$ cat src/rtl/rsm_pkg.sv
// Shared types for the rounding split multiplier.
// Assumes: the format is fixed at elaboration and never changes at run time.
package rsm_pkg;
    typedef enum logic {
        FMT_UNS  = 1'b0,
        FMT_TWOS = 1'b1
    } fmt_e;
endpackage

$ cat src/rtl/rsm_capture.sv
// Enabled register with synchronous active-low clear.
// Assumes: en is a single-cycle or level load strobe in the clk domain.
module rsm_capture #(
    parameter int W = 8
) (
    input  logic         clk,
    input  logic         rst_n,
    input  logic         en,
    input  logic [W-1:0] d,
    output logic [W-1:0] q
);
    // Load d when enabled; clear on reset.
    always_ff @(posedge clk) begin
        if (!rst_n)  q <= '0;
        else if (en) q <= d;
    end


    capture_hold_chk: assert property (@(posedge clk) disable iff (!rst_n)
        !en |=> $stable(q));
endmodule

$ cat src/rtl/rsm_format.sv
// Combinational multiply, rounding addition and mapping into two halves.
// Assumes: the round weight sits at bit W-1. In two's complement format
// the sum is cut to 2W-1 bits and the sign is copied into bit W-1.
module rsm_format
    import rsm_pkg::*;
#(
    parameter int   W   = 8,
    parameter fmt_e FMT = FMT_TWOS
) (
    input  logic [W-1:0]   a,
    input  logic [W-1:0]   b,
    input  logic           rnd,
    output logic [2*W-1:0] res
);
    localparam int PW = 2 * W;

    logic [PW-1:0] rnd_term;

    // Place the round request at the top bit of the lower half.
    always_comb begin
        rnd_term        = '0;
        rnd_term[W-1]   = rnd;
    end

    generate
        if (FMT == FMT_TWOS) begin : g_twos
            logic signed [PW-1:0] prod;
            logic        [PW-1:0] sum;
            assign prod = $signed({{W{a[W-1]}}, a}) * $signed({{W{b[W-1]}}, b});
            assign sum  = prod + rnd_term;
            assign res  = {sum[PW-2:W-1], sum[PW-2], sum[W-2:0]};
        end else begin : g_uns
            assign res = ({{W{1'b0}}, a} * {{W{1'b0}}, b}) + rnd_term;
        end
    endgenerate
endmodule

$ cat src/rtl/rsm_outgate.sv
// Product register plus per-half enable gating with valid flags.
// Assumes: enables are active low; a disabled half drives zero.
module rsm_outgate #(
    parameter int W = 8
) (
    input  logic           clk,
    input  logic           rst_n,
    input  logic           ld_r,
    input  logic [2*W-1:0] d,
    input  logic           oe_hi_n,
    input  logic           oe_lo_n,
    output logic [W-1:0]   prod_hi,
    output logic [W-1:0]   prod_lo,
    output logic           hi_vld,
    output logic           lo_vld
);
    logic [2*W-1:0] res_q;

    // Hold the product until the next load strobe.
    always_ff @(posedge clk) begin
        if (!rst_n)    res_q <= '0;
        else if (ld_r) res_q <= d;
    end

    // Gate each half by its own enable.
    always_comb begin
        hi_vld  = !oe_hi_n;
        lo_vld  = !oe_lo_n;
        prod_hi = hi_vld ? res_q[2*W-1:W] : '0;
        prod_lo = lo_vld ? res_q[W-1:0]   : '0;
    end


    result_hold_chk: assert property (@(posedge clk) disable iff (!rst_n)
        !ld_r |=> $stable(res_q));

    hi_gate_chk: assert property (@(posedge clk) disable iff (!rst_n)
        oe_hi_n |-> (!hi_vld && prod_hi == '0));

    lo_gate_chk: assert property (@(posedge clk) disable iff (!rst_n)
        oe_lo_n |-> (!lo_vld && prod_lo == '0));
endmodule

$ cat src/rtl/round_split_mult.sv
// Top level: operand and round capture, product formatting, product register.
// Assumes: one clock with separate load strobes for A, B and the product.
module round_split_mult
    import rsm_pkg::*;
#(
    parameter int   W   = 8,
    parameter fmt_e FMT = FMT_TWOS
) (
    input  logic         clk,
    input  logic         rst_n,
    input  logic [W-1:0] op_a,
    input  logic [W-1:0] op_b,
    input  logic         rnd,
    input  logic         ld_a,
    input  logic         ld_b,
    input  logic         ld_r,
    input  logic         oe_hi_n,
    input  logic         oe_lo_n,
    output logic [W-1:0] prod_hi,
    output logic [W-1:0] prod_lo,
    output logic         hi_vld,
    output logic         lo_vld
);
    logic [W-1:0]   a_q, b_q;
    logic           rnd_q, rnd_en;
    logic [2*W-1:0] fmt_res;

    // The format picks which loads capture the round request.
    generate
        if (FMT == FMT_TWOS) begin : g_rnd_twos
            assign rnd_en = ld_a | ld_b;
        end else begin : g_rnd_uns
            assign rnd_en = ld_a;
        end
    endgenerate

    rsm_capture #(.W(W)) u_cap_a (
        .clk(clk), .rst_n(rst_n), .en(ld_a), .d(op_a), .q(a_q));
    rsm_capture #(.W(W)) u_cap_b (
        .clk(clk), .rst_n(rst_n), .en(ld_b), .d(op_b), .q(b_q));
    rsm_capture #(.W(1)) u_cap_rnd (
        .clk(clk), .rst_n(rst_n), .en(rnd_en), .d(rnd), .q(rnd_q));

    rsm_format #(.W(W), .FMT(FMT)) u_fmt (
        .a(a_q), .b(b_q), .rnd(rnd_q), .res(fmt_res));

    rsm_outgate #(.W(W)) u_out (
        .clk(clk), .rst_n(rst_n), .ld_r(ld_r), .d(fmt_res),
        .oe_hi_n(oe_hi_n), .oe_lo_n(oe_lo_n),
        .prod_hi(prod_hi), .prod_lo(prod_lo),
        .hi_vld(hi_vld), .lo_vld(lo_vld));

    generate
        if (FMT == FMT_TWOS) begin : g_chk_twos

            rnd_any_load_chk: assert property (@(posedge clk) disable iff (!rst_n)
                (ld_a || ld_b) |=> (rnd_q == $past(rnd)));

            sign_copy_chk: assert property (@(posedge clk) disable iff (!rst_n)
                (!oe_hi_n && !oe_lo_n) |-> (prod_hi[W-1] == prod_lo[W-1]));
        end else begin : g_chk_uns

            rnd_b_only_chk: assert property (@(posedge clk) disable iff (!rst_n)
                (ld_b && !ld_a) |=> $stable(rnd_q));

            round_floor_chk: assert property (@(posedge clk) disable iff (!rst_n)
                (ld_r && rnd_q) |=> ({u_out.res_q} >= (2*W)'(1 << (W-1))));
        end
    endgenerate
endmodule

$ cat config.mk
export PLATFORM = sky130hd
export DESIGN_NAME = round_split_mult
export DESIGN_NICKNAME = d
export VERILOG_FILES = /design/src/rtl/rsm_pkg.sv /design/src/rtl/rsm_capture.sv /design/src/rtl/rsm_format.sv /design/src/rtl/rsm_outgate.sv /design/src/rtl/round_split_mult.sv
export SDC_FILE = /design/constraint.sdc
export NUM_CORES = 1
export LEC_CHECK = 0
export ABC_AREA = 0
export BUFFER_PORTS_ARGS = -buffer_cell sky130_fd_sc_hd__buf_2
export CORE_ASPECT_RATIO = 1.2
export CORE_UTILIZATION = 45
export DETAILED_ROUTE_END_ITERATION = 6
export GPL_ROUTABILITY_DRIVEN = 0
export HOLD_SLACK_MARGIN = 0.1
export PLACE_DENSITY_LB_ADDON = 0.15
export SYNTH_ARGS = -nofsm -noshare
export SYNTH_HDL_FRONTEND = slang
export SYNTH_SLANG_ARGS = --single-unit
$ cat constraint.sdc
create_clock -name clk -period 4.5 [get_ports clk]
set_clock_uncertainty 0.2 [all_clocks]
set_input_delay 0.45 -clock clk [delete_from_list [all_inputs] [get_ports clk]]
set_output_delay 0.45 -clock clk [all_outputs]
set_load 0.05 [all_outputs]
### Yosys cells after proc, flatten, opt, wreduce, memory -nomap -nowiden

Index checks and enable logic that the tools add are counted.

* div/mod/pow operators: 0
* bitwise operators: 1
* equality and inequality tests: 0
* $lt $le $gt $ge: 0
* mux-type cells: 2
* add/subtract/negate cells: 1
* reductions and logical operators: 2
* shift operators: 0
* $mul: 1

Operators with widths (count)
* $mux W8: 2
* $add A15 B8 Y15: 1
* $mul A8 B8 Y15: 1
* $logic_not A1 Y1: 2
* $or A1 B1 Y1: 1

* memories: 0
* bits in registers: 33
* input bits: 24
* bits in read-only memories: 0
* logic and storage cells: 11
* memory bits (writable): 0
* output and inout bits: 18
* bits in latches: 0

### Longest topological paths before layout

Gate-level depths: netlist (run 1).

* word-level depth: 2
* depth in mapped cells: 17
* mapped depth without buffers: 16

### By module

A second synthesis (run 1) with hierarchy kept.

* cells, all modules: 376
* area total of the unflattened synthesis: 3762.4 µm²

Modules (own cells, without submodules)
* rsm_format: instances 1, area an instance 2393.5 µm², seq. area each 0.0 µm², cells an instance 253
* rsm_outgate: instances 1, area an instance 723.2 µm², seq. area each 320.3 µm², cells an instance 69
* rsm_capture (u_cap_a ...): instances 2, area an instance 301.5 µm², seq. area each 160.2 µm², cells an instance 25
* rsm_capture (u_cap_rnd): instances 1, area an instance 36.3 µm², seq. area each 20.0 µm², cells an instance 3
* round_split_mult: instances 1, area an instance 6.3 µm², seq. area each 0.0 µm², cells an instance 1

### Worst setup path after synthesis (run 1)

Ideal clock, no wire load.

* path kind: reg-to-reg
* start: register u_cap_b.q[7]
* end: register u_out.res_q[13]
* library setup time: 0.116 ns
* clock period less this slack: 4.621 ns
* cell stages (with the launch flop): 15
* buffers on the path: 0
* arrival time: 4.304 ns
* path slack: -0.121 ns
* required time: 4.184 ns
* path through: dfxtp_1 nand2b_1 fa_1 fa_1 inv_1 fa_1 fa_1 fa_1 ha_1 and3_1 a32oi_1 a32o_1 xor2_1 nand2_1 o211a_1

* cells in the longest elaborated chain, start to end: 2

RTL lines
* from (decl): line rsm_capture.sv:10 `output logic [W-1:0] q`
* from (signal assigned): line rsm_capture.sv:14 `if (!rst_n) q <= '0;`
* from (signal assigned): line rsm_capture.sv:15 `else if (en) q <= d;`
* $mul A8 B8 Y15: line rsm_format.sv:29 `assign prod = $signed({{W{a[W-1]}}, a}) * $signed({{W{b[W-1]}}, b});`
* $add A15 B8 Y15: line rsm_format.sv:30 `assign sum = prod + rnd_term;`
* to (signal assigned): line rsm_outgate.sv:21 `if (!rst_n) res_q <= '0;`
* to (signal assigned): line rsm_outgate.sv:22 `else if (ld_r) res_q <= d;`
* to (decl): line rsm_outgate.sv:17 `logic [2*W-1:0] res_q;`

No other way between the ends.
A chain may end at the register's enable or synchronous reset.

### Worst setup path after layout (run 1)

* start: register u_cap_b.q[1]
* end: register u_out.res_q[13]

The elaborated chain is that of the path after synthesis.

==> reports/results.tsv, run 1 <==
metric	value	unit
io_pins	42	
relSlewSlack	0.640	
drc	11	
wl_per_cell	14.3	µm
critPathMaxFanout	3	
end_kind	flop	
synthArstFlopShare	0	
leakagePower	2.36	nW
antenna_left	0	
insertion_delay	0.29	ns
cp-start-kind	flop	
synth-main-ff-cell	dfxtp_1	
crit_type	reg2reg	
vias	2719	
violations	DRC, setup timing	
power_density	218	mW/mm²
synth_edf_count	0	
synth.net_count	490	
grt_pass1_wl	13000	µm
slew_viol_final	0	
fmax	220	MHz
cts_tree	yes	
power.total	984	µW
drive_gt1_frac	0.273	
cts_root_buf	clkbuf_8	
io_buffers	41	
hpwl	6360	µm
core	0.00779	mm²
setup_viol	2	
rsz0062_at_grt	yes	
antenna_cells	0	
numCtsBuffers	5	
syn_to_final_growth	23.0	%
syn_area	0.00367	mm²
std_cell_rows	35	
synth_seq_cells	32	
die_h	101	µm
hold_violations	0	
yosysWarningCount	0	
grt_max_degree	35	
final.period_utilization	1.01	
crit_path_cell_trace	and2_4, fa_1, inv_2, fa_1, inv_1, fa_1, fa_1, fa_1, ha_4, and3_4, a32oi_2, a32o_2, xor2_1, nand2_1, o211a_1	
rrSetupSlack	-0.04	ns
overflow	0	
postLayoutCoreUtil	0.579	
hold-worst-slack	0.214	ns
path_clk_slew	0.07	ns
cpMostUsedCell	fa_1	
cts.sinks	32	
peakVddDrop	0.126	mV
critPathArrivalTime	4.53	ns
routed_wl	7820	µm
routed_via_density	4.98	
finalCriticalPeriod	4.54	ns
maxCapViolCount	0	
grt_pass1_vias	2787	
synth_cells	378	
cts_buffer_depth	2	
synth-seq-area-share	0.175	
status	finished with violations	
slowest_stage	fa_1	
max_stage_delay	0.55	ns
dp_slack	-0.143	ns
drtIter0Drc	78	
grt_use_total	0.199	
syn_avg_cell_area	9.71	µm²
h-tree-depth	2	
antenna_found_initial	0	
design.die.area	0.00852	mm²
hold_path.class	in2reg	
max_slew.worst_pin.slew	0.541	ns
die_w	84.4	µm
setup_ws	-0.0423	ns
fill_cells	716	
finalNetCount	565	
synthDistinctLibCells	30	
start_util	0.471	
firstDrtPassIters	6	
critical_path_required	4.48	ns
cell usage in the layout (no fill, tap or decap), types with 2 or more instances in the layout:
cell type	instances
inv_1	60
fa_1	51
nor2b_1	46
buf_2	41
and2_1	38
buf_4	33
ha_1	30
mux2i_1	25
dfxtp_1	20
nand2_1	17
xnor2_1	12
dfxtp_2	10
clkbuf_8	7
o21ai_0	6
a21oi_1	6
and2_4	5
ha_4	4
buf_6	4
nand2_2	2
nand2b_1	2
a21boi_0	2
a21o_1	2
a21oi_2	2
nor4_2	2
xor2_1	2
nor2_1	2
o211a_1	2
nand3b_1	2
xnor2_2	2
fa_2	2
dfxtp_4	2
state kept, by name (all words and copies together) (netlist names):
signal	count
u_cap_a.q	8
u_out.res_q	15
u_cap_rnd.q	1
u_cap_b.q	8
worst paths after layout:
check,from,end,cells after the start
setup / recovery,u_cap_b.q[1],u_out.res_q[13],15
hold / removal,op_b[4],u_cap_b.q[4],3
setup reg to reg,u_cap_b.q[1],u_out.res_q[13],15
hold reg to reg,u_out.res_q[0],u_out.res_q[0],2
cells by family after synthesis:
group | after synthesis | share of synthesized area
AND/OR/NAND/NOR | 120 | 0.191
adder cells (fa/ha/maj) | 88 | 0.409
buffers and inverters | 71 | 0.0737
flip-flops | 32 | 0.175
AO/OA/AOI/OAI | 26 | 0.0457
multiplexers | 25 | 0.0682
XOR/XNOR | 16 | 0.0382
per-layer routing:
layer | part of all wire | GRT usage | vias up
met5 | 0 | 0 | -
met4 | 0.015 | 0.0652 | 0
met3 | 0.020 | 0.0229 | 10
met2 | 0.52 | 0.356 | 34
met1 | 0.44 | 0.252 | 1352
li1 | - | - | 1323
critical path, delay by kind of cell, from the launching register on:
family          cells  cell delay, ns
fa+ha+maj           6            2.74
compound gates      3            0.55
simple gates        3            0.38
flops               1            0.34
xor+xnor            1            0.15
buf+inv             2            0.09
through the flow:
step	cells	setup TNS [ns]	area (µm²)
floorplan	378	0	3680
finish	546	-0.0753	4510
detailed placement	536	-0.434	4230
global placement	536	-0.250	4230
CTS	545	-0.244	4400
global route	546	-0.685	4510
report_power, final:
part	leakage, nW	total (mW)	switching [mW]	internal, mW
Combinational	2.03	0.358	0.188	0.170
Sequential	0.268	0.320	0.0154	0.304
Clock	0.0645	0.306	0.111	0.195
layout make-up:
| cell class | count | area, µm² | area share |
|---|---|---|---|
| Clock buffer | 7 | 96.3 | 0.0214 |
| Tap cell | 92 | 115 | 0.0255 |
| Timing Repair Buffer | 78 | 498 | 0.110 |
| Multi-Input combinational cell | 275 | 2880 | 0.639 |
| Clock inverter | 1 | 30.0 | 0.00666 |
| Inverter | 61 | 229 | 0.0507 |
| Sequential cell | 32 | 661 | 0.146 |
synth_stat cells, types with 2 or more instances:
master    instances  area, µm²
a21o_1            2       15.0
buf_2             3       15.0
nand2_1          19       71.3
nor4_1            2       12.5
xnor2_1          14        123
nand2b_1          2       12.5
a21oi_1           8       40.0
nor2b_1          47        294
mux2i_1          25        250
dfxtp_1          32        641
o211a_1           2       20.0
a21boi_0          2       15.0
nand3b_1          2       15.0
clkbuf_1          7       26.3
inv_1            61        229
o21ai_0           7       35.0
xor2_1            2       17.5
and2_1           42        263
nor2_1            2       7.51
fa_1             53       1060
ha_1             35        438
timing repair:
item | CTS | global route
gates cloned | 0 | 0
setup endpoints to repair | 6 | 6
buffers inserted | 1 | 1
hold buffers | 0 | 0
pin swaps | 18 | 13
gates resized for setup | 13 | 28
No activity file was read; power rests on OpenSTA's default activity.
==> inputs of run 2 (changes only) <==
--- a/config.mk
+++ b/config.mk
@@ -7,8 +7,8 @@
 export LEC_CHECK = 0
 export ABC_AREA = 0
 export BUFFER_PORTS_ARGS = -buffer_cell sky130_fd_sc_hd__buf_2
-export CORE_ASPECT_RATIO = 1.2
-export CORE_UTILIZATION = 45
+export CORE_ASPECT_RATIO = 1.75
+export CORE_UTILIZATION = 50
 export DETAILED_ROUTE_END_ITERATION = 6
 export GPL_ROUTABILITY_DRIVEN = 0
 export HOLD_SLACK_MARGIN = 0.1
==> run 2 against run 1 <==
The flow finishes with violations (setup timing). Core utilization rose by 7.4 points. Die area fell by 9.6%. Count of clock-buffer cells in the layout did not move. Non-clock buffer count rose by 9. Largest cell class unchanged. Critical path type unchanged. First-iteration DRC count fell by 9.0%.
==> reports/results.tsv, run 2 (same netlist as run 1, synthesis figures left out) <==
metric	value	unit
setup_ws	-0.0683	ns
r2r_end	u_out.res_q[14]	
fin_cells	549	
final_cell_mix	60 x inv_1, 51 x fa_1, 47 x nor2b_1	
grt_pass1_vias	2818	
io_buffers	41	
wl_per_cell	14.2	µm
largest_reg_flops	15	
routed_wl	7810	µm
crit_type	reg2reg	
critical_path_required	4.46	ns
start_util	0.514	
drc	0	
status	finished with violations	
fmax	219	MHz
die_h	115	µm
post_dp_cell_area	0.00428	mm²
end_kind	flop	
finalNetCount	574	
ctsHoldBuffers	0	
maxCapViolCount	0	
cts.sinks	32	
core	0.00713	mm²
fill_cells	588	
setup_viol	3	
r2r-start	u_cap_a.q[5]	
die_w	66.8	µm
cts_tree	yes	
routed_via_density	4.95	
design.die.area	0.00770	mm²
finalCriticalPeriod	4.57	ns
numCtsBuffers	5	
relSlewSlack	0.656	
rsz0062_at_grt	yes	
slowest_stage	fa_2	
leakagePower	2.42	nW
critPathMaxFanout	5	
grt_pass1_wl	12400	µm
startpoint	u_cap_a.q[5]	
hpwl	6360	µm
hold_violations	0	
power_density	240	mW/mm²
largest-register	u_out.res_q	
drtIter0Drc	71	
syn_to_final_growth	26.9	%
cts_buffer_depth	2	
rrSetupSlack	-0.07	ns
final.period_utilization	1.02	
largestRegisters	u_out.res_q: 15 flops, u_cap_a.q: 8 flops, u_cap_b.q: 8 flops	
hold-worst-slack	0.220	ns
peakVddDrop	0.210	mV
firstDrtPassIters	4	
stdcell_area	0.00466	mm²
crit_path_cell_trace	and2_1, fa_1, inv_1, fa_1, inv_2, fa_1, fa_1, fa_2, ha_4, a21o_1, a21oi_2, buf_4, o21ai_2, nand2_1, xor2_1, a21oi_1	
path_clk_slew	0.05	ns
layout_commonest_cell	inv_1	
cpMostUsedCell	fa_1	
critPathArrivalTime	4.53	ns
antenna_left	0	
insertion_delay	0.29	ns
cts_root_buf	clkbuf_16	
max_slew.worst_pin.slew	0.516	ns
io_pins	42	
grt_max_degree	35	
place_inst	538	
endpoint	u_out.res_q[14]	
max_stage_delay	0.56	ns
power.total	1.12	mW
overflow	0	
hold_path.class	in2reg	
antenna_found_initial	0	
dp_slack	-0.131	ns
postLayoutCoreUtil	0.653	
antenna_cells	0	
drive_gt1_frac	0.294	
violations	setup timing	
vias	2719	
r2r_cells	16	
std_cell_rows	41	
slew_viol_final	0	
cp-start-kind	flop	
fin_setup_tns	-0.118	ns
h-tree-depth	2	
grt_use_total	0.222	
[run 2: worst min-delay path by stage]
stage                     from         endpoint  slack, ns  cells after the start
3_3_place_gp    u_out.res_q[8]   u_out.res_q[8]       0.26                      1
3_5_place_dp    u_out.res_q[0]   u_out.res_q[0]       0.27                      2
5_1_grt                op_a[1]     u_cap_a.q[1]       0.23                      3
2_1_floorplan  u_out.res_q[13]  u_out.res_q[13]       0.25                      1
4_1_cts                op_a[5]     u_cap_a.q[5]       0.22                      3
6_report               op_a[5]     u_cap_a.q[5]       0.22                      3
[run 2: layout make-up]
type / count / area, µm² / share of cell area
Multi-Input combinational cell: 275 / 2910 / 0.626
Sequential cell: 32 / 669 / 0.144
Timing Repair Buffer: 87 / 554 / 0.119
Inverter: 61 / 229 / 0.0492
Clock buffer: 7 / 153 / 0.0328
Tap cell: 86 / 108 / 0.0231
Clock inverter: 1 / 30.0 / 0.00645
[run 2: power breakdown]
| part | internal (mW) | total [mW] | switching, mW | leakage (nW) |
|---|---|---|---|---|
| logic | 0.179 | 0.369 | 0.190 | 2.06 |
| clock network | 0.292 | 0.430 | 0.138 | 0.0901 |
| registers | 0.304 | 0.320 | 0.0159 | 0.270 |
[run 2: per-layer routing]
layer,GRT usage,part of all wire,up-vias
li1,-,-,1339
met1,0.222,0.36,1330
met2,0.428,0.59,33
met3,0.0288,0.015,17
met4,0.112,0.032,0
met5,0,0,-
[run 2: worst max-delay path: cells and delay by family (launching register included)]
family                   cells  cell delay [ns]
adder cells (fa/ha/maj)      6             2.71
AO/OA/AOI/OAI                4             0.50
buffers and inverters        3             0.24
XOR/XNOR                     1             0.16
flip-flops                   1             0.36
AND/OR/NAND/NOR              2             0.26
[run 2: timing repair]
item / 4_1_cts / 5_1_grt
buffers inserted: 2 / 1
endpoints found under the setup margin: 6 / 6
pin swaps: 18 / 18
resized for setup: 26 / 19
